## config.mk

```make
export PLATFORM = sky130hd
export DESIGN_NAME = flash_id_probe
export DESIGN_NICKNAME = d
export VERILOG_FILES = /design/src/rtl/flash_probe_pkg.sv /design/src/rtl/probe_seq.sv /design/src/rtl/id_cache.sv /design/src/rtl/id_decode.sv /design/src/rtl/flash_id_probe.sv
export SDC_FILE = /design/constraint.sdc
export NUM_CORES = 1
export LEC_CHECK = 0
export ABC_AREA = 1
export CAP_MARGIN = 20
export CORE_MARGIN = 3
export CORE_UTILIZATION = 45
export CTS_CLUSTER_DIAMETER = 80
export CTS_CLUSTER_SIZE = 8
export DETAILED_ROUTE_END_ITERATION = 6
export DONT_BUFFER_PORTS = 1
export PLACE_DENSITY = 0.69
export SLEW_MARGIN = 20
export SYNTH_ARGS = -nofsm -noshare
export SYNTH_HDL_FRONTEND = slang
export SYNTH_HIERARCHICAL = 1
export SYNTH_SLANG_ARGS = --single-unit
```

## constraint.sdc

```tcl
create_clock -name clk -period 3.2 [get_ports clk]
set_input_delay 0.32 -clock clk [delete_from_list [all_inputs] [get_ports clk]]
set_output_delay 0.32 -clock clk [all_outputs]
set_load 0.1 [all_outputs]
```

## src/rtl/flash_probe_pkg.sv

```systemverilog
package flash_probe_pkg;
  typedef enum logic [2:0] {
    ST_IDLE,
    ST_SEND,
    ST_WAIT,
    ST_EVAL,
    ST_FAIL
  } probe_state_t;
endpackage

```

## src/rtl/probe_seq.sv

```systemverilog
module probe_seq
  import flash_probe_pkg::*;
#(
  parameter int BYTE_W = 8,
  parameter int DEPTH  = 4,
  parameter int SHORT  = 3,
  parameter logic [BYTE_W-1:0] OPCODE = 8'h9F,
  parameter logic [BYTE_W-1:0] FILL   = 8'h00,
  localparam int IDX_W = $clog2(DEPTH),
  localparam int CNT_W = $clog2(DEPTH + 1)
) (
  input  logic              clk,
  input  logic              rst_n,
  input  logic              start,
  input  logic              long_mode,
  input  logic              hit,
  output logic              busy,
  output logic              cs_active,
  output logic              tx_valid,
  input  logic              tx_ready,
  output logic [BYTE_W-1:0] tx_data,
  input  logic              rx_valid,
  output logic              rx_ready,
  input  logic [BYTE_W-1:0] rx_data,
  input  logic              rx_err,
  output logic              cap_we,
  output logic [IDX_W-1:0]  cap_idx,
  output logic [BYTE_W-1:0] cap_data,
  output logic              commit,
  output logic              mode_q,
  output logic              eval,
  output logic              fail
);
  probe_state_t state_q, state_d;
  logic [CNT_W-1:0] cnt_q, cnt_d;
  logic             mode_d;
  logic [CNT_W-1:0] last_cnt;

  assign last_cnt = mode_q ? CNT_W'(DEPTH) : CNT_W'(SHORT);

  always_comb begin
    state_d  = state_q;
    cnt_d    = cnt_q;
    mode_d   = mode_q;
    tx_valid = 1'b0;
    tx_data  = (cnt_q == '0) ? OPCODE : FILL;
    rx_ready = 1'b0;
    cap_we   = 1'b0;
    cap_idx  = IDX_W'(cnt_q - CNT_W'(1));
    cap_data = rx_data;
    commit   = 1'b0;
    eval     = 1'b0;
    fail     = 1'b0;
    unique case (state_q)
      ST_IDLE: begin
        if (start) begin
          mode_d  = long_mode;
          cnt_d   = '0;
          state_d = hit ? ST_EVAL : ST_SEND;
        end
      end
      ST_SEND: begin
        tx_valid = 1'b1;
        if (tx_ready) state_d = ST_WAIT;
      end
      ST_WAIT: begin
        rx_ready = 1'b1;
        if (rx_valid) begin
          if (rx_err) begin
            state_d = ST_FAIL;
          end else begin
            cap_we = (cnt_q != '0);
            if (cnt_q == last_cnt) begin
              commit  = 1'b1;
              state_d = ST_EVAL;
            end else begin
              cnt_d   = cnt_q + CNT_W'(1);
              state_d = ST_SEND;
            end
          end
        end
      end
      ST_EVAL: begin
        eval    = 1'b1;
        state_d = ST_IDLE;
      end
      ST_FAIL: begin
        fail    = 1'b1;
        state_d = ST_IDLE;
      end
      default: state_d = ST_IDLE;
    endcase
  end

  always_ff @(posedge clk or negedge rst_n) begin
    if (!rst_n) begin
      state_q <= ST_IDLE;
      cnt_q   <= '0;
      mode_q  <= 1'b0;
    end else begin
      state_q <= state_d;
      cnt_q   <= cnt_d;
      mode_q  <= mode_d;
    end
  end

  assign busy      = (state_q != ST_IDLE);
  assign cs_active = (state_q == ST_SEND) || (state_q == ST_WAIT);
endmodule

```

## src/rtl/id_cache.sv

```systemverilog
module id_cache #(
  parameter int BYTE_W = 8,
  parameter int DEPTH  = 4,
  parameter int MODES  = 2,
  localparam int IDX_W  = $clog2(DEPTH),
  localparam int MODE_W = (MODES > 1) ? $clog2(MODES) : 1,
  localparam int LINE_W = DEPTH * BYTE_W
) (
  input  logic              clk,
  input  logic              rst_n,
  input  logic              clr,
  input  logic              st_we,
  input  logic [IDX_W-1:0]  st_idx,
  input  logic [BYTE_W-1:0] st_data,
  input  logic              commit,
  input  logic [MODE_W-1:0] commit_mode,
  input  logic [MODE_W-1:0] rd_mode,
  output logic [MODES-1:0]  valid,
  output logic [LINE_W-1:0] rd_line
);
  logic [LINE_W-1:0] stage_q, stage_nx;
  logic [LINE_W-1:0] line_q [MODES];

  always_comb begin
    stage_nx = stage_q;
    if (st_we) stage_nx[st_idx*BYTE_W +: BYTE_W] = st_data;
  end

  always_ff @(posedge clk or negedge rst_n) begin
    if (!rst_n) stage_q <= '0;
    else        stage_q <= stage_nx;
  end

  for (genvar m = 0; m < MODES; m++) begin : g_entry
    logic sel;
    assign sel = commit && (commit_mode == MODE_W'(m));
    always_ff @(posedge clk or negedge rst_n) begin
      if (!rst_n) begin
        line_q[m] <= '0;
        valid[m]  <= 1'b0;
      end else begin
        if (sel) line_q[m] <= stage_nx;
        if (clr)      valid[m] <= 1'b0;
        else if (sel) valid[m] <= 1'b1;
      end
    end
  end

  assign rd_line = line_q[rd_mode];
endmodule

```

## src/rtl/id_decode.sv

```systemverilog
module id_decode #(
  parameter int BYTE_W = 8,
  parameter int DEPTH  = 4,
  parameter logic [BYTE_W-1:0] CONT = 8'h7F,
  parameter logic [2*BYTE_W-1:0] MFR_ANY = 16'hFFFF,
  parameter logic [2*BYTE_W-1:0] DEV_ANY = 16'hFFFF,
  localparam int ID_W   = 2 * BYTE_W,
  localparam int LINE_W = DEPTH * BYTE_W
) (
  input  logic [LINE_W-1:0] line,
  input  logic              long_mode,
  input  logic [ID_W-1:0]   exp_mfr,
  input  logic [ID_W-1:0]   exp_dev,
  output logic [ID_W-1:0]   mfr,
  output logic [ID_W-1:0]   dev,
  output logic              par_err,
  output logic              match
);
  logic [BYTE_W-1:0] b0, b1, b2, b3;
  logic cont, mfr_eq, dev_ok, any_vendor;

  assign b0 = line[0*BYTE_W +: BYTE_W];
  assign b1 = line[1*BYTE_W +: BYTE_W];
  assign b2 = line[2*BYTE_W +: BYTE_W];
  assign b3 = line[3*BYTE_W +: BYTE_W];
  assign cont = (b0 == CONT);

  always_comb begin
    if (cont) begin
      mfr = {b0, b1};
      dev = long_mode ? {b2, b3} : {{BYTE_W{1'b0}}, b2};
    end else begin
      mfr = {{BYTE_W{1'b0}}, b0};
      dev = {b1, b2};
    end
  end

  assign par_err = !(^b0) || (cont && !(^b1));

  assign mfr_eq     = (mfr == exp_mfr);
  assign dev_ok     = (dev == exp_dev) || (exp_dev == DEV_ANY);
  assign any_vendor = (exp_mfr == MFR_ANY) && (mfr != '0) &&
                      (mfr != {{BYTE_W{1'b0}}, {BYTE_W{1'b1}}});
  assign match      = (mfr_eq && dev_ok) || any_vendor;
endmodule

```

## src/rtl/flash_id_probe.sv

```systemverilog
module flash_id_probe #(
  parameter int BYTE_W    = 8,
  parameter int RSP_LONG  = 4,
  parameter int RSP_SHORT = 3,
  parameter logic [BYTE_W-1:0] OPCODE = 8'h9F,
  parameter logic [BYTE_W-1:0] FILL   = 8'h00,
  parameter logic [BYTE_W-1:0] CONT   = 8'h7F,
  parameter logic [2*BYTE_W-1:0] MFR_ANY = 16'hFFFF,
  parameter logic [2*BYTE_W-1:0] DEV_ANY = 16'hFFFF,
  localparam int ID_W = 2 * BYTE_W
) (
  input  logic              clk,
  input  logic              rst_n,
  input  logic              start,
  input  logic              long_mode,
  input  logic              cache_clr,
  input  logic [ID_W-1:0]   exp_mfr,
  input  logic [ID_W-1:0]   exp_dev,
  output logic              busy,
  output logic              cs_active,
  output logic              tx_valid,
  input  logic              tx_ready,
  output logic [BYTE_W-1:0] tx_data,
  input  logic              rx_valid,
  output logic              rx_ready,
  input  logic [BYTE_W-1:0] rx_data,
  input  logic              rx_err,
  output logic              done,
  output logic              match,
  output logic              parity_err,
  output logic [ID_W-1:0]   mfr_id,
  output logic [ID_W-1:0]   dev_id
);
  localparam int MODES  = 2;
  localparam int IDX_W  = $clog2(RSP_LONG);
  localparam int LINE_W = RSP_LONG * BYTE_W;

  logic              hit, cap_we, commit, mode_q, eval, fail;
  logic [IDX_W-1:0]  cap_idx;
  logic [BYTE_W-1:0] cap_data;
  logic [MODES-1:0]  valid;
  logic [LINE_W-1:0] line;
  logic [ID_W-1:0]   dec_mfr, dec_dev;
  logic              dec_par, dec_match;

  assign hit = valid[long_mode] && !cache_clr;

  probe_seq #(
    .BYTE_W(BYTE_W), .DEPTH(RSP_LONG), .SHORT(RSP_SHORT),
    .OPCODE(OPCODE), .FILL(FILL)
  ) i_seq (
    .clk(clk), .rst_n(rst_n), .start(start), .long_mode(long_mode), .hit(hit),
    .busy(busy), .cs_active(cs_active),
    .tx_valid(tx_valid), .tx_ready(tx_ready), .tx_data(tx_data),
    .rx_valid(rx_valid), .rx_ready(rx_ready), .rx_data(rx_data), .rx_err(rx_err),
    .cap_we(cap_we), .cap_idx(cap_idx), .cap_data(cap_data),
    .commit(commit), .mode_q(mode_q), .eval(eval), .fail(fail)
  );

  id_cache #(.BYTE_W(BYTE_W), .DEPTH(RSP_LONG), .MODES(MODES)) i_cache (
    .clk(clk), .rst_n(rst_n), .clr(cache_clr),
    .st_we(cap_we), .st_idx(cap_idx), .st_data(cap_data),
    .commit(commit), .commit_mode(mode_q), .rd_mode(mode_q),
    .valid(valid), .rd_line(line)
  );

  id_decode #(
    .BYTE_W(BYTE_W), .DEPTH(RSP_LONG), .CONT(CONT),
    .MFR_ANY(MFR_ANY), .DEV_ANY(DEV_ANY)
  ) i_dec (
    .line(line), .long_mode(mode_q), .exp_mfr(exp_mfr), .exp_dev(exp_dev),
    .mfr(dec_mfr), .dev(dec_dev), .par_err(dec_par), .match(dec_match)
  );

  always_ff @(posedge clk or negedge rst_n) begin
    if (!rst_n) begin
      done       <= 1'b0;
      match      <= 1'b0;
      parity_err <= 1'b0;
      mfr_id     <= '0;
      dev_id     <= '0;
    end else begin
      done <= eval || fail;
      if (eval) begin
        match      <= dec_match;
        parity_err <= dec_par;
        mfr_id     <= dec_mfr;
        dev_id     <= dec_dev;
      end else if (fail) begin
        match      <= 1'b0;
        parity_err <= 1'b0;
        mfr_id     <= '0;
        dev_id     <= '0;
      end
    end
  end
endmodule

```

# Yosys cells after proc, flatten, opt, wreduce, memory -nomap -nowiden
# Index checks and enable logic that the tools add are counted.
# totals
output_inout_bits	47
regBits	140
input_bits	48
# classes
addsub	3
shift	2
magnitude_cmp	2
n_bitwise	2
reduce_logical	29
n_eq_ne	16
n_mux	45
# op_table
cell	count
32-bit 2-to-1 mux	4
16-bit 2-to-1 mux	6
5-bit negator with 34-bit output	1
8-bit by 34-bit variable shift with 32-bit output, first input constant	1
8-bit by 34-bit indexed part select with 32-bit output	1
32-bit bitwise mux	1
16-bit == test	2
16-bit == test, second input constant	2
3-bit 2-to-1 mux	9
1-bit 2-to-1 mux	20
16-bit by 8-bit inequality test with 1-bit output, second input constant	1
16-bit nonzero test	1
8-bit XOR reduction	2
2-bit inequality test, second input constant	5
3-bit case mux with 3 select lines	1
8-bit by 7-bit == test with 1-bit output, second input constant	1
8-bit 2-to-1 mux	1
2-bit nonzero test	4
1-bit logical AND	7
3-bit by 2-bit == test with 1-bit output, second input constant	2
3-bit logical NOT	2
3-bit case mux with 2 select lines	1
3-bit nonzero test	2
1-bit logical OR	5
14 further kinds	17

# Depth between registers and ports, before layout
# Gate-level depths: netlist of run 1.
# logic_depth
depth_word	11
depth_mapped	22
mapped_depth_nobuf	19

# Cells and area by module
# The synthesis of run 1 kept the hierarchy.
# modules_own_cells
module	area_each_um2	instances	seq_area_each_um2	cells_each
id_cache	4396.7	1	2452.4	511
id_decode	1687.9	1	0.0	370
flash_id_probe	1391.3	1	875.8	152
probe_seq	630.6	1	175.2	91

# Worst setup path after synthesis of run 1
# Ideal clock, no wire load.
# synth_timing
path_kind	reg2reg
startpoint	register i_seq.cnt_q[0]
endpoint	register i_cache.stage_q[6]
path_slack_ps	-143
period_less_slack_ps	3343
path_buffers	0
t_required_ps	3081
arrival_time_ps	3224
path_stages_with_launch	10
path_cell_list	dfrtp_1 > inv_1 > ha_1 > inv_1 > nor2_1 > nor4_1 > nand2_2 > inv_1 > or2_1 > and2_1
# synth_via
elab_chain_cells	5
# synth_rtl
element	line	source
start, declared	probe_seq.sv:35	logic [CNT_W-1:0] cnt_q, cnt_d;
start signal, assigned	probe_seq.sv:102	cnt_q <= cnt_d;
2-bit by 1-bit subtractor with 2-bit output *	probe_seq.sv:49	cap_idx = IDX_W'(cnt_q - CNT_W'(1));
net cap_idx[0]	flash_id_probe.sv:39	logic [IDX_W-1:0] cap_idx;
5-bit negator with 34-bit output *	id_cache.sv:26	if (st_we) stage_nx[st_idx*BYTE_W +: BYTE_W] = st_data;
8-bit by 34-bit indexed part select with 32-bit output or 8-bit by 34-bit variable shift with 32-bit output (tied branches)	id_cache.sv:26	
32-bit bitwise mux *	id_cache.sv:26	
32-bit 2-to-1 mux *	id_cache.sv:26	
net i_cache.stage_nx[6]	id_cache.sv:21	logic [LINE_W-1:0] stage_q, stage_nx;
end signal, assigned	id_cache.sv:31	else stage_q <= stage_nx;
end, declared	id_cache.sv:21	
# Mark *: on every way through the listed nets, which the timed path passes. The rest lies on a longest branch.
# A chain may end at the register's enable or synchronous reset.

# Worst setup path after layout of run 1
# layout_timing
startpoint	register i_seq.mode_q
endpoint	register i_cache/line_q[62] (netlist name)
# layout_via
elab_chain_cells	7
# layout_rtl
element	line	source
start, declared	probe_seq.sv:30	output logic mode_q,
start signal, assigned	probe_seq.sv:103	mode_q <= mode_d;
3-bit 2-to-1 mux	probe_seq.sv:39	assign last_cnt = mode_q ? CNT_W'(DEPTH) : CNT_W'(SHORT);
3-bit == test	probe_seq.sv:73	if (cnt_q == last_cnt) begin
1-bit 2-to-1 mux	probe_seq.sv:73	
1-bit 2-to-1 mux	probe_seq.sv:69	if (rx_err) begin
1-bit 2-to-1 mux	probe_seq.sv:68	if (rx_valid) begin
1-bit 2-to-1 mux	probe_seq.sv:54	unique case (state_q)
net commit	flash_id_probe.sv:38	logic hit, cap_we, commit, mode_q, eval, fail;
1-bit logical AND	id_cache.sv:36	assign sel = commit && (commit_mode == MODE_W'(m));
end signal, assigned by index	id_cache.sv:42	if (sel) line_q[m] <= stage_nx;
end, declared	id_cache.sv:22	logic [LINE_W-1:0] line_q [MODES];
# The timed path passes the listed nets, and every way through them passes these cells.

==> results of run 1 <==
[worst max-delay path by stage]
stage / slack (ns) / startpoint / end / cells past startpoint
floorplan: 0.52 / i_seq/cnt_q[0]$_DFFE_PN0P_ / i_cache/stage_q[6]$_DFF_PN0_ / 9
global placement: 0.50 / i_seq/mode_q$_DFFE_PN0P_ / match$_DFFE_PN0P_ / 18
detailed placement: 0.47 / i_seq/mode_q$_DFFE_PN0P_ / i_cache/line_q[40]$_DFFE_PN0P_ / 11
CTS: 0.43 / i_seq/mode_q$_DFFE_PN0P_ / i_cache/line_q[62]$_DFFE_PN0P_ / 11
global route: 0.20 / i_seq/mode_q$_DFFE_PN0P_ / i_cache/line_q[40]$_DFFE_PN0P_ / 11
finish: 0.47 / i_seq/mode_q$_DFFE_PN0P_ / i_cache/line_q[62]$_DFFE_PN0P_ / 11
[through the flow]
step	hold WS, ns	utilization, %	std cells	total power, mW
floorplan	0.0244	-	1125	3.61
global placement	0.0346	46.9	1314	3.78
detailed placement	0.0341	46.9	1314	3.79
CTS	-0.431	50.9	1347	6.08
finish	-0.405	50.9	1347	6.04
global route	-0.430	50.9	1347	6.31
[cells by family (layout without fill, tap and decap cells)]
kind of cell    count (synthesis)  count (layout)  share of synthesized area, %
buf+inv                       170             167                          9.80
other cells                     1               2                        0.0463
simple gates                  739             739                          38.0
flops                         140             140                          43.2
compound gates                 19              19                          1.50
xor+xnor                       12              12                          1.30
fa+ha+maj                      11              11                          1.70
mux                            32              32                          4.45
[layout by cell type, fill, tap and decap left out, types with 3 or more instances in the layout]
cell / netlist / final
mux2_2: 30 / 30
a21oi_1: 3 / 3
ha_1: 11 / 11
nor3_1: 10 / 9
nand2_2: 38 / 38
nand3_1: 21 / 21
o21ai_2: 5 / 5
nor4_1: 5 / 5
inv_1: 115 / 115
o21ai_0: 5 / 5
xnor2_1: 6 / 6
bufinv_16: 0 / 6
xor2_1: 6 / 6
clkinv_4: 1 / 3
buf_4: 17 / 9
buf_12: 0 / 3
nor2_1: 50 / 49
nor2_4: 4 / 5
nand4_1: 11 / 11
dfrtp_1: 140 / 139
nand2_1: 582 / 582
clkbuf_16: 0 / 17
nand3b_1: 9 / 9
inv_2: 6 / 6
[sequential cells by signal, indices dropped and copies added (netlist names)]
name / cells
dev_id: 16
i_seq/state_q: 3
parity_err: 1
i_cache/line_q: 64
i_seq/cnt_q: 3
i_seq/mode_q: 1
done: 1
match: 1
i_cache/valid: 2
mfr_id: 16
i_cache/stage_q: 32
[final cells by class]
cell class	count	share of cell area, %
Clock inverter	14	2.70
Multi-Input combinational cell	815	43.0
Tap cell	225	3.17
Clock buffer	18	4.94
Timing Repair Buffer	13	1.55
Sequential cell	140	39.4
Inverter	122	5.21
[routing by layer]
layer | vias up | GRT usage [%] | share of wire [%]
met1 | 3160 | 26.9 | 44
met3 | 20 | 5.22 | 4.7
met5 | - | 0 | 0
met4 | 0 | 5.30 | 0.94
li1 | 3350 | - | -
met2 | 135 | 34.0 | 50
[power breakdown]
part           switching [mW]  internal [mW]
Sequential              0.163           1.87
Clock                   0.792           1.49
Combinational            1.35          0.381
[worst max-delay path: stages (launching register included)]
cell     delay [ns]
dfrtp_2        0.50
buf_4          0.50
inv_1          0.13
nand2_1        0.08
nand2_1        0.09
nand4_1        0.14
nor2_1         0.08
inv_1          0.07
nor2_2         0.04
inv_1          0.75
nand2_1        0.14
nand2_1        0.11
==> metrics.csv, run 1 <==
stage,metric,value,unit
outcome,outcome,"finished, violations left",
outcome,failing checks,negative hold slack,
worst_setup_path,CP arrival,3.09,ns
drt,Via density,4.95,
hold_path,worst hold path type,input pin to async pin,
cts,CTS tree,built,
yosys,Synth top cells by count,"nand2_1 (582), dfrtp_1 (140), inv_1 (115), nor2_1 (50), nand2_2 (38)",
final_layout,Layout fillers,1708,
power_and_ir_drop,VDD IR max,0.000635,V
final_layout,area of the multi-input gates,3820,um2
final_layout,nets@finish,1168,
timing,"Period Utilization, post-route",85.2,%
worst_setup_path,reg2reg start,i_seq/mode_q$_DFFE_PN0P_,
yosys,synth warn,6,
place,Port Buffers,0,
die,die area,19700,um2
drt,drt pass-1 iters,5,
cts,CTS sink cnt,140,
worst_setup_path,CP Max Fanout,44,
grt,grt ovf,0,
grt,vias in the first global route,6379,
die,Die Span X,140,um
drt,Total Wirelength,19500,um
cts,Root Buffer,clkbuf_16,
timing,Hold Slack,-0.405,ns
power_and_ir_drop,Pleak,5.23,nW
grt,largest net degree at the start of global routing,141,
worst_setup_path,crit path capture type,flop,
yosys,synth top area cells,"dfrtp_1 (43%), nand2_1 (27%), inv_1 (5.3%)",
final_layout,antenna cells,0,
place,Detail Placement HPWL,13900,um
drt,Antenna Nets Post-Route,0,
cts,Hold Buf Count CTS,1,
worst_setup_path,WS Path Type,flop to flop,
yosys,#FFs+latches synth,140,
timing,setup TNS,0,ns
drt,Wirelength per Cell,14.5,um
die,die extent in y,140,um
grt,initial antenna violation count,0,
timing,final setup fails,0,
yosys,syn avg cell area,7.21,um2
timing,minimum clock period,2.73,ns
final_layout,design area,8890,um2
cts,Clock Path Buffers,2,
cts,clk_lat worst skew,0.43,ns
final_layout,P&R area growth vs syn,9.68,%
cts,Post-CTS Resized,0,
place,Placed Area,8200,um2
die,Initial Util,46.4,%
power_and_ir_drop,cell area power density,679,nW/um2
final_layout,layout cells sized above 1,12.3,%
worst_setup_path,worst reg-to-reg setup slack,0.47,ns
timing,Final Skew,0.00603,ns
yosys,Yosys top cell by area,dfrtp_1,
yosys,register area share after synthesis,43.2,%
yosys,synthesized instance count,1124,
cts,CTS H-tree depth,4,
timing,final slew viol count,0,
timing,measured slew at the worst slew-check pin,1.04,ns
worst_setup_path,R2R Path End,i_cache/line_q[62]$_DFFE_PN0P_,
die,CORE AREA,17500,um2
yosys,asr flop ratio synth,100,%
worst_setup_path,critical path startpoint category,flop,
yosys,Post-synth EDFFs,0,
yosys,Netlist Area Pre-Place,8110,um2
place,gpl congestion,0.900,
drt,DRC viols,0,
run,Maximum Capacitance Violations,0,
cts,total CTS buffers,17,
yosys,"Primary FF master, synth",dfrtp_1,
drt,1st-iter DRT viols,517,
die,I/O pin count,95,
place,dpl ws,0.471,ns
final_layout,flip-flop and latch area,3500,um2
worst_setup_path,r2r worst-path depth,11,
yosys,area fraction of the dominant cell type after synthesis,43.2,%
drt,vias,6665,
grt,first-pass GRT wire length,32400,um
cts,setup bufs post-CTS,0,
timing,RSZ-0062 raised after global routing,false,
yosys,cell with the most instances after synthesis,nand2_1,
yosys,unique cell type count in the Yosys netlist,38,
timing,Worst Slack Setup Final,0.473,ns
grt,Total GRT Usage,20.5,%
die,Rows,48,
timing,fmax,0.367,GHz
timing,"Hold Violations, Final",140,
worst_setup_path,Worst EP required,3.57,ns
cts,clk slew on worst S/H paths,0.06,ns
timing,Max-Slew Margin vs Limit,30.6,%
Note: power is estimated with default switching activity, not from simulation.
==> inputs of run 2 (changes only) <==
- PLACE_DENSITY: 0.69 -> not set
- clock period: 3.2 -> 2.25 ns (I/O delays scaled with it)
==> metrics.csv, run 2 (same netlist as run 1, synthesis figures left out) <==
stage,metric,value,unit
timing,Hold Slack,-0.507,ns
grt,initial antenna violation count,0,
final_layout,nets@finish,1278,
timing,Max-Slew Margin vs Limit,42.8,%
cts,Clock Path Buffers,2,
timing,"Hold Violations, Final",140,
grt,vias in the first global route,6805,
cts,Hold Buf Count CTS,4,
outcome,outcome,"finished, violations left",
die,CORE AREA,17500,um2
worst_setup_path,CP Max Fanout,16,
drt,Antenna Nets Post-Route,0,
power_and_ir_drop,cell area power density,838,nW/um2
power_and_ir_drop,Gate power share,34.7,%
timing,minimum clock period,2.54,ns
die,die area,19700,um2
power_and_ir_drop,"Power, Total",8.39,mW
worst_setup_path,crit path capture type,flop,
power_and_ir_drop,Pleak,5.87,nW
power_and_ir_drop,Sw Ratio,40.1,%
grt,busiest grt layer,met2,
worst_setup_path,CP cell instances,buf_12 > buf_6 > mux2_4 > ha_4 > nand2_8 > nor2_8 > buf_12 > nand2_1 > nand2_2 > nand2_1 > nand2_1 > nor2_1 > nand2_1 > nor2_1 > nand2_1 > nand2_1 > nand2_1 > nand2_1 > nand2_1 > nand2_1,
place,Placed Area,8990,um2
worst_setup_path,r2r worst-path depth,20,
cts,CTS tree,built,
timing,"Period Utilization, post-route",113,%
drt,vias,6967,
place,Detail Placement HPWL,14900,um
final_layout,design area,10000,um2
timing,Final Skew,0.00754,ns
drt,1st-iter DRT viols,491,
timing,Worst Slack Setup Final,-0.292,ns
die,Die Span X,140,um
die,die extent in y,140,um
die,Initial Util,46.4,%
die,I/O pin count,95,
cts,CTS sink cnt,140,
cts,clk slew on worst S/H paths,0.06,ns
timing,setup TNS,-0.292,ns
grt,first-pass GRT wire length,34100,um
final_layout,max reg flops,64,
timing,final setup fails,1,
worst_setup_path,critical path startpoint category,flop,
cts,CTS H-tree depth,4,
power_and_ir_drop,VDD IR max,0.00108,V
worst_setup_path,CP arrival,2.91,ns
timing,measured slew at the worst slew-check pin,0.859,ns
worst_setup_path,CP max stage delay,0.44,ns
worst_setup_path,CP max stage cell,dfrtp_2,
power_and_ir_drop,P_int,5.03,mW
final_layout,antenna cells,0,
drt,drt pass-1 iters,5,
place,gpl congestion,0.868,
worst_setup_path,WS Path Type,flop to flop,
final_layout,top flop regs,"i_cache/line_q: 64 flops, i_cache/stage_q: 32 flops",
worst_setup_path,Worst EP required,2.62,ns
die,Rows,48,
power_and_ir_drop,proportion of power drawn by the clock network,32.0,%
hold_path,worst hold path type,input pin to async pin,
timing,RSZ-0062 raised after global routing,true,
place,Port Buffers,0,
drt,Wirelength per Cell,14.6,um
drt,Total Wirelength,21200,um
grt,grt ovf,0,
power_and_ir_drop,net switching power,3.37,mW
cts,total CTS buffers,17,
grt,met2 GRT Util,34.4,%
timing,final slew viol count,0,
power_and_ir_drop,Reg power frac,33.2,%
worst_setup_path,cell mode on critical path,nand2_1,
final_layout,most frequent cells in the layout,"nand2_1 (557), dfrtp_1 (139), inv_1 (112)",
drt,DRC viols,0,
grt,M1 GR Usage,28.7,%
grt,largest net degree at the start of global routing,141,
final_layout,"commonest non-fill, non-tap cell in the layout",nand2_1,
grt,Total GRT Usage,21.6,%
final_layout,Top reg by flops,i_cache/line_q,
timing,fmax,0.393,GHz
final_layout,P&R area growth vs syn,23.6,%
drt,Via density,4.78,
run,Maximum Capacitance Violations,0,
grt,GR Layer Usage met3,4.75,%
cts,Root Buffer,clkbuf_16,
final_layout,layout cells sized above 1,23.0,%
cts,clk_lat worst skew,0.43,ns
outcome,failing checks,"negative hold slack, negative setup slack",
final_layout,Layout fillers,1640,
[run 2: worst paths after layout]
path / from / to / slack [ns]
worst max-delay path: i_seq/mode_q$_DFFE_PN0P_ / match$_DFFE_PN0P_ / -0.29
worst min-delay path: rst_n / i_seq/state_q[0]$_DFFE_PN0P_ / -0.51
worst max register to register: i_seq/mode_q$_DFFE_PN0P_ / match$_DFFE_PN0P_ / -0.29
worst min register to register: i_cache/line_q[53]$_DFFE_PN0P_ / i_cache/line_q[53]$_DFFE_PN0P_ / 0.47
max in group asynchronous: rst_n / dev_id[5]$_DFFE_PN0P_ / 2.54
min in group clk: tx_ready / i_seq/state_q[0]$_DFFE_PN0P_ / 0.05
[run 2: worst max-delay path, delay by kind of cell, from the launching register on]
family	cells	cell delay [ns]
mux	1	0.32
buf+inv	3	0.41
simple gates	15	1.12
flops	1	0.44
fa+ha+maj	1	0.19
[run 2: power groups by stage]
stage	clock network, mW	logic (mW)	registers [mW]
floorplan	0	2.27	2.89
global placement	0	2.69	2.86
detailed placement	0	2.69	2.87
CTS	2.75	2.83	2.79
global route	2.86	3.12	2.81
finish	2.69	2.91	2.79
[run 2: metrics by stage]
stage | utilization [%] | hold WS (ns) | setup WS (ns) | std cells
finish | 57.3 | -0.507 | -0.292 | 1457
global route | 57.3 | -0.528 | -0.444 | 1457
CTS | 55.4 | -0.526 | -0.240 | 1448
detailed placement | 51.5 | -0.0661 | -0.324 | 1407
global placement | 51.5 | -0.0650 | -0.295 | 1407
floorplan | - | -0.0706 | -0.193 | 1125
[run 2: repair_timing]
item | CTS | global route
setup buffers | 4 | 7
pin swaps | 0 | 38
gates resized for setup | 7 | 60
endpoints found under the hold margin | 145 | 140
gates cloned | 1 | 3
endpoints found under the setup margin | 2 | 55
[run 2: final cells by class]
class,instances,area [um2],area share (%)
multi-input combinational,816,4090,40.8
tap,225,282,2.81
sequential,140,3500,35.0
clock inverter,10,90.1,0.899
inverter,122,470,4.70
clock buffer,22,474,4.73
timing repair buffer,122,1110,11.1
[run 2: metal layers]
metal	up-vias	part of all wire [%]
li1	3578	-
met1	3216	45
met2	142	48
met3	31	4.4
met4	0	2.7
met5	-	0
==> inputs of run 3 (changes only) <==
- clock period: 2.25 -> 2.9 ns (I/O delays scaled with it)
==> metrics.csv, run 3 (same netlist as run 1, synthesis figures left out) <==
stage,metric,value,unit
timing,setup TNS,0,ns
worst_setup_path,cell family with most CP delay,simple AND/OR/NAND/NOR gates,
cts,clk slew on worst S/H paths,0.06,ns
die,Initial Util,46.4,%
cts,clk_lat worst skew,0.41,ns
worst_setup_path,CP arrival,3.09,ns
timing,Max-Slew Margin vs Limit,37.5,%
timing,Hold Slack,-0.429,ns
timing,final slew viol count,0,
die,Die Span X,140,um
final_layout,Layout fillers,1720,
final_layout,final core occ,51.1,%
place,Detail Placement HPWL,14300,um
timing,"Period Utilization, post-route",94.3,%
die,die extent in y,140,um
drt,Antenna Nets Post-Route,0,
final_layout,most frequent cells in the layout,"nand2_1 (582), dfrtp_1 (139), inv_1 (115)",
drt,1st-iter DRT viols,427,
drt,Total Wirelength,20000,um
timing,minimum clock period,2.74,ns
final_layout,P&R area growth vs syn,10.1,%
place,placed cell count,1316,
grt,vias in the first global route,6499,
outcome,failing checks,negative hold slack,
final_layout,Post-Layout Cell Count,1354,
outcome,outcome,"finished, violations left",
grt,first-pass GRT wire length,33300,um
place,gpl congestion,0.884,
drt,Via density,4.88,
final_layout,max reg flops,64,
power_and_ir_drop,"Power, Total",6.45,mW
timing,measured slew at the worst slew-check pin,0.937,ns
die,I/O pin count,95,
place,Port Buffers,0,
worst_setup_path,critical path startpoint category,flop,
worst_setup_path,CP max stage delay,0.44,ns
die,Rows,48,
grt,grt ovf,0,
final_layout,Top reg by flops,i_cache/line_q,
worst_setup_path,Worst Path Buf+Inv,3,
timing,RSZ-0062 raised after global routing,false,
worst_setup_path,Worst EP required,3.25,ns
worst_setup_path,CP cell instances,buf_4 > mux2_1 > ha_1 > nand2_2 > inv_1 > nand2_1 > buf_12 > nand2_1 > nand3b_1 > nand2_1 > nor2_1 > nand2_1 > nor2_1 > nand2_1 > nand2_1 > nand2_1 > nand2_1 > nand2_1 > nand2_1,
worst_setup_path,cell mode on critical path,nand2_1,
grt,initial antenna violation count,0,
cts,total CTS buffers,17,
cts,CTS sink cnt,140,
cts,Root Buffer,clkbuf_16,
timing,final setup fails,0,
drt,vias,6610,
die,CORE AREA,17500,um2
worst_setup_path,CP Max Fanout,30,
run,Maximum Capacitance Violations,0,
final_layout,layout cells sized above 1,12.8,%
cts,CTS H-tree depth,4,
final_layout,antenna cells,0,
timing,"Hold Violations, Final",140,
worst_setup_path,WS Path Type,flop to flop,
timing,Final Skew,0.00530,ns
worst_setup_path,CP max stage cell,dfrtp_2,
drt,drt pass-1 iters,5,
grt,Total GRT Usage,21.0,%
grt,largest net degree at the start of global routing,141,
hold_path,worst hold path type,input pin to async pin,
timing,fmax,0.365,GHz
worst_setup_path,crit path capture type,flop,
cts,Clock Path Buffers,2,
final_layout,"commonest non-fill, non-tap cell in the layout",nand2_1,
power_and_ir_drop,cell area power density,722,nW/um2
final_layout,top flop regs,"i_cache/line_q: 64 flops, i_cache/stage_q: 32 flops",
drt,Wirelength per Cell,14.8,um
power_and_ir_drop,VDD IR max,0.000544,V
cts,CTS tree,built,
power_and_ir_drop,Pleak,5.24,nW
drt,DRC viols,0,
die,die area,19700,um2
final_layout,nets@finish,1175,
cts,Hold Buf Count CTS,1,
-- run 3: cell count changes in the layout (fill, tap and decap cells not counted), sizes merged --
cell         change
clkbuf           -1
buf             -97
inv              -1
clkinv           -2
nor2             -1
dlygate4sd3      -3
bufinv           +2
-- run 3: power by group --
part	total (mW)	internal, mW	switching, mW
Clock	2.27	1.45	0.821
Combinational	1.95	0.451	1.50
Sequential	2.23	2.06	0.168
-- run 3: path summary, 6_finish.rpt --
kind / startpoint / end / slack [ns] / depth (start not counted)
worst max-delay path: i_seq/mode_q$_DFFE_PN0P_ / match$_DFFE_PN0P_ / 0.16 / 19
max in group asynchronous: rst_n / i_cache/line_q[24]$_DFFE_PN0P_ / 3.11 / 0
worst min register to register: i_cache/line_q[3]$_DFFE_PN0P_ / i_cache/line_q[3]$_DFFE_PN0P_ / 0.47 / 2
worst min-delay path: rst_n / done$_DFF_PN0_ / -0.43 / 0
worst max register to register: i_seq/mode_q$_DFFE_PN0P_ / match$_DFFE_PN0P_ / 0.16 / 19
min in group clk: rx_err / i_seq/state_q[2]$_DFFE_PN0P_ / 0.03 / 2
-- run 3: layout make-up --
type                            count  area, um2  share of cell area (%)
Sequential cell                   140       3500                    39.3
Clock inverter                      9        135                    1.51
Clock buffer                       23        488                    5.47
Timing Repair Buffer               20        228                    2.55
Tap cell                          225        282                    3.15
Multi-Input combinational cell    815       3820                    42.9
Inverter                          122        463                    5.19
-- run 3: stage by stage --
| stage | setup slack, ns | cell area, um2 |
|---|---|---|
| floorplan | 0.218 | 8110 |
| global placement | 0.321 | 8250 |
| detailed placement | 0.257 | 8250 |
| CTS | 0.116 | 8890 |
| global route | 0.0125 | 8920 |
| finish | 0.164 | 8920 |
-- run 3: worst register-to-register path, cell delays in order (launching register included) --
cell and delay (ns):
dfrtp_2 0.44, buf_4 0.17, mux2_1 0.35, ha_1 0.22, nand2_2 0.13, inv_1 0.05, nand2_1 0.10, buf_12 0.19
nand2_1 0.13, nand3b_1 0.13, nand2_1 0.10, nor2_1 0.10, nand2_1 0.06, nor2_1 0.11, nand2_1 0.07, nand2_1 0.10
nand2_1 0.06, nand2_1 0.05, nand2_1 0.05, nand2_1 0.07
-- run 3: per-layer routing --
metal  vias to the layer above  wire length, um  global-route usage [%]
met3                        18             1060                    4.98
met2                       152             9800                    34.5
li1                       3360                -                       -
met4                         0              270                    5.15
met1                      3080             8870                    28.2
met5                         -                0                       0
-- run 3: what timing repair did --
item | 4_1_cts | 5_1_grt
resized for setup | 0 | 1
setup buffers | 0 | 5
setup endpoints to repair | 0 | 1
endpoints found under the hold margin | 142 | 140
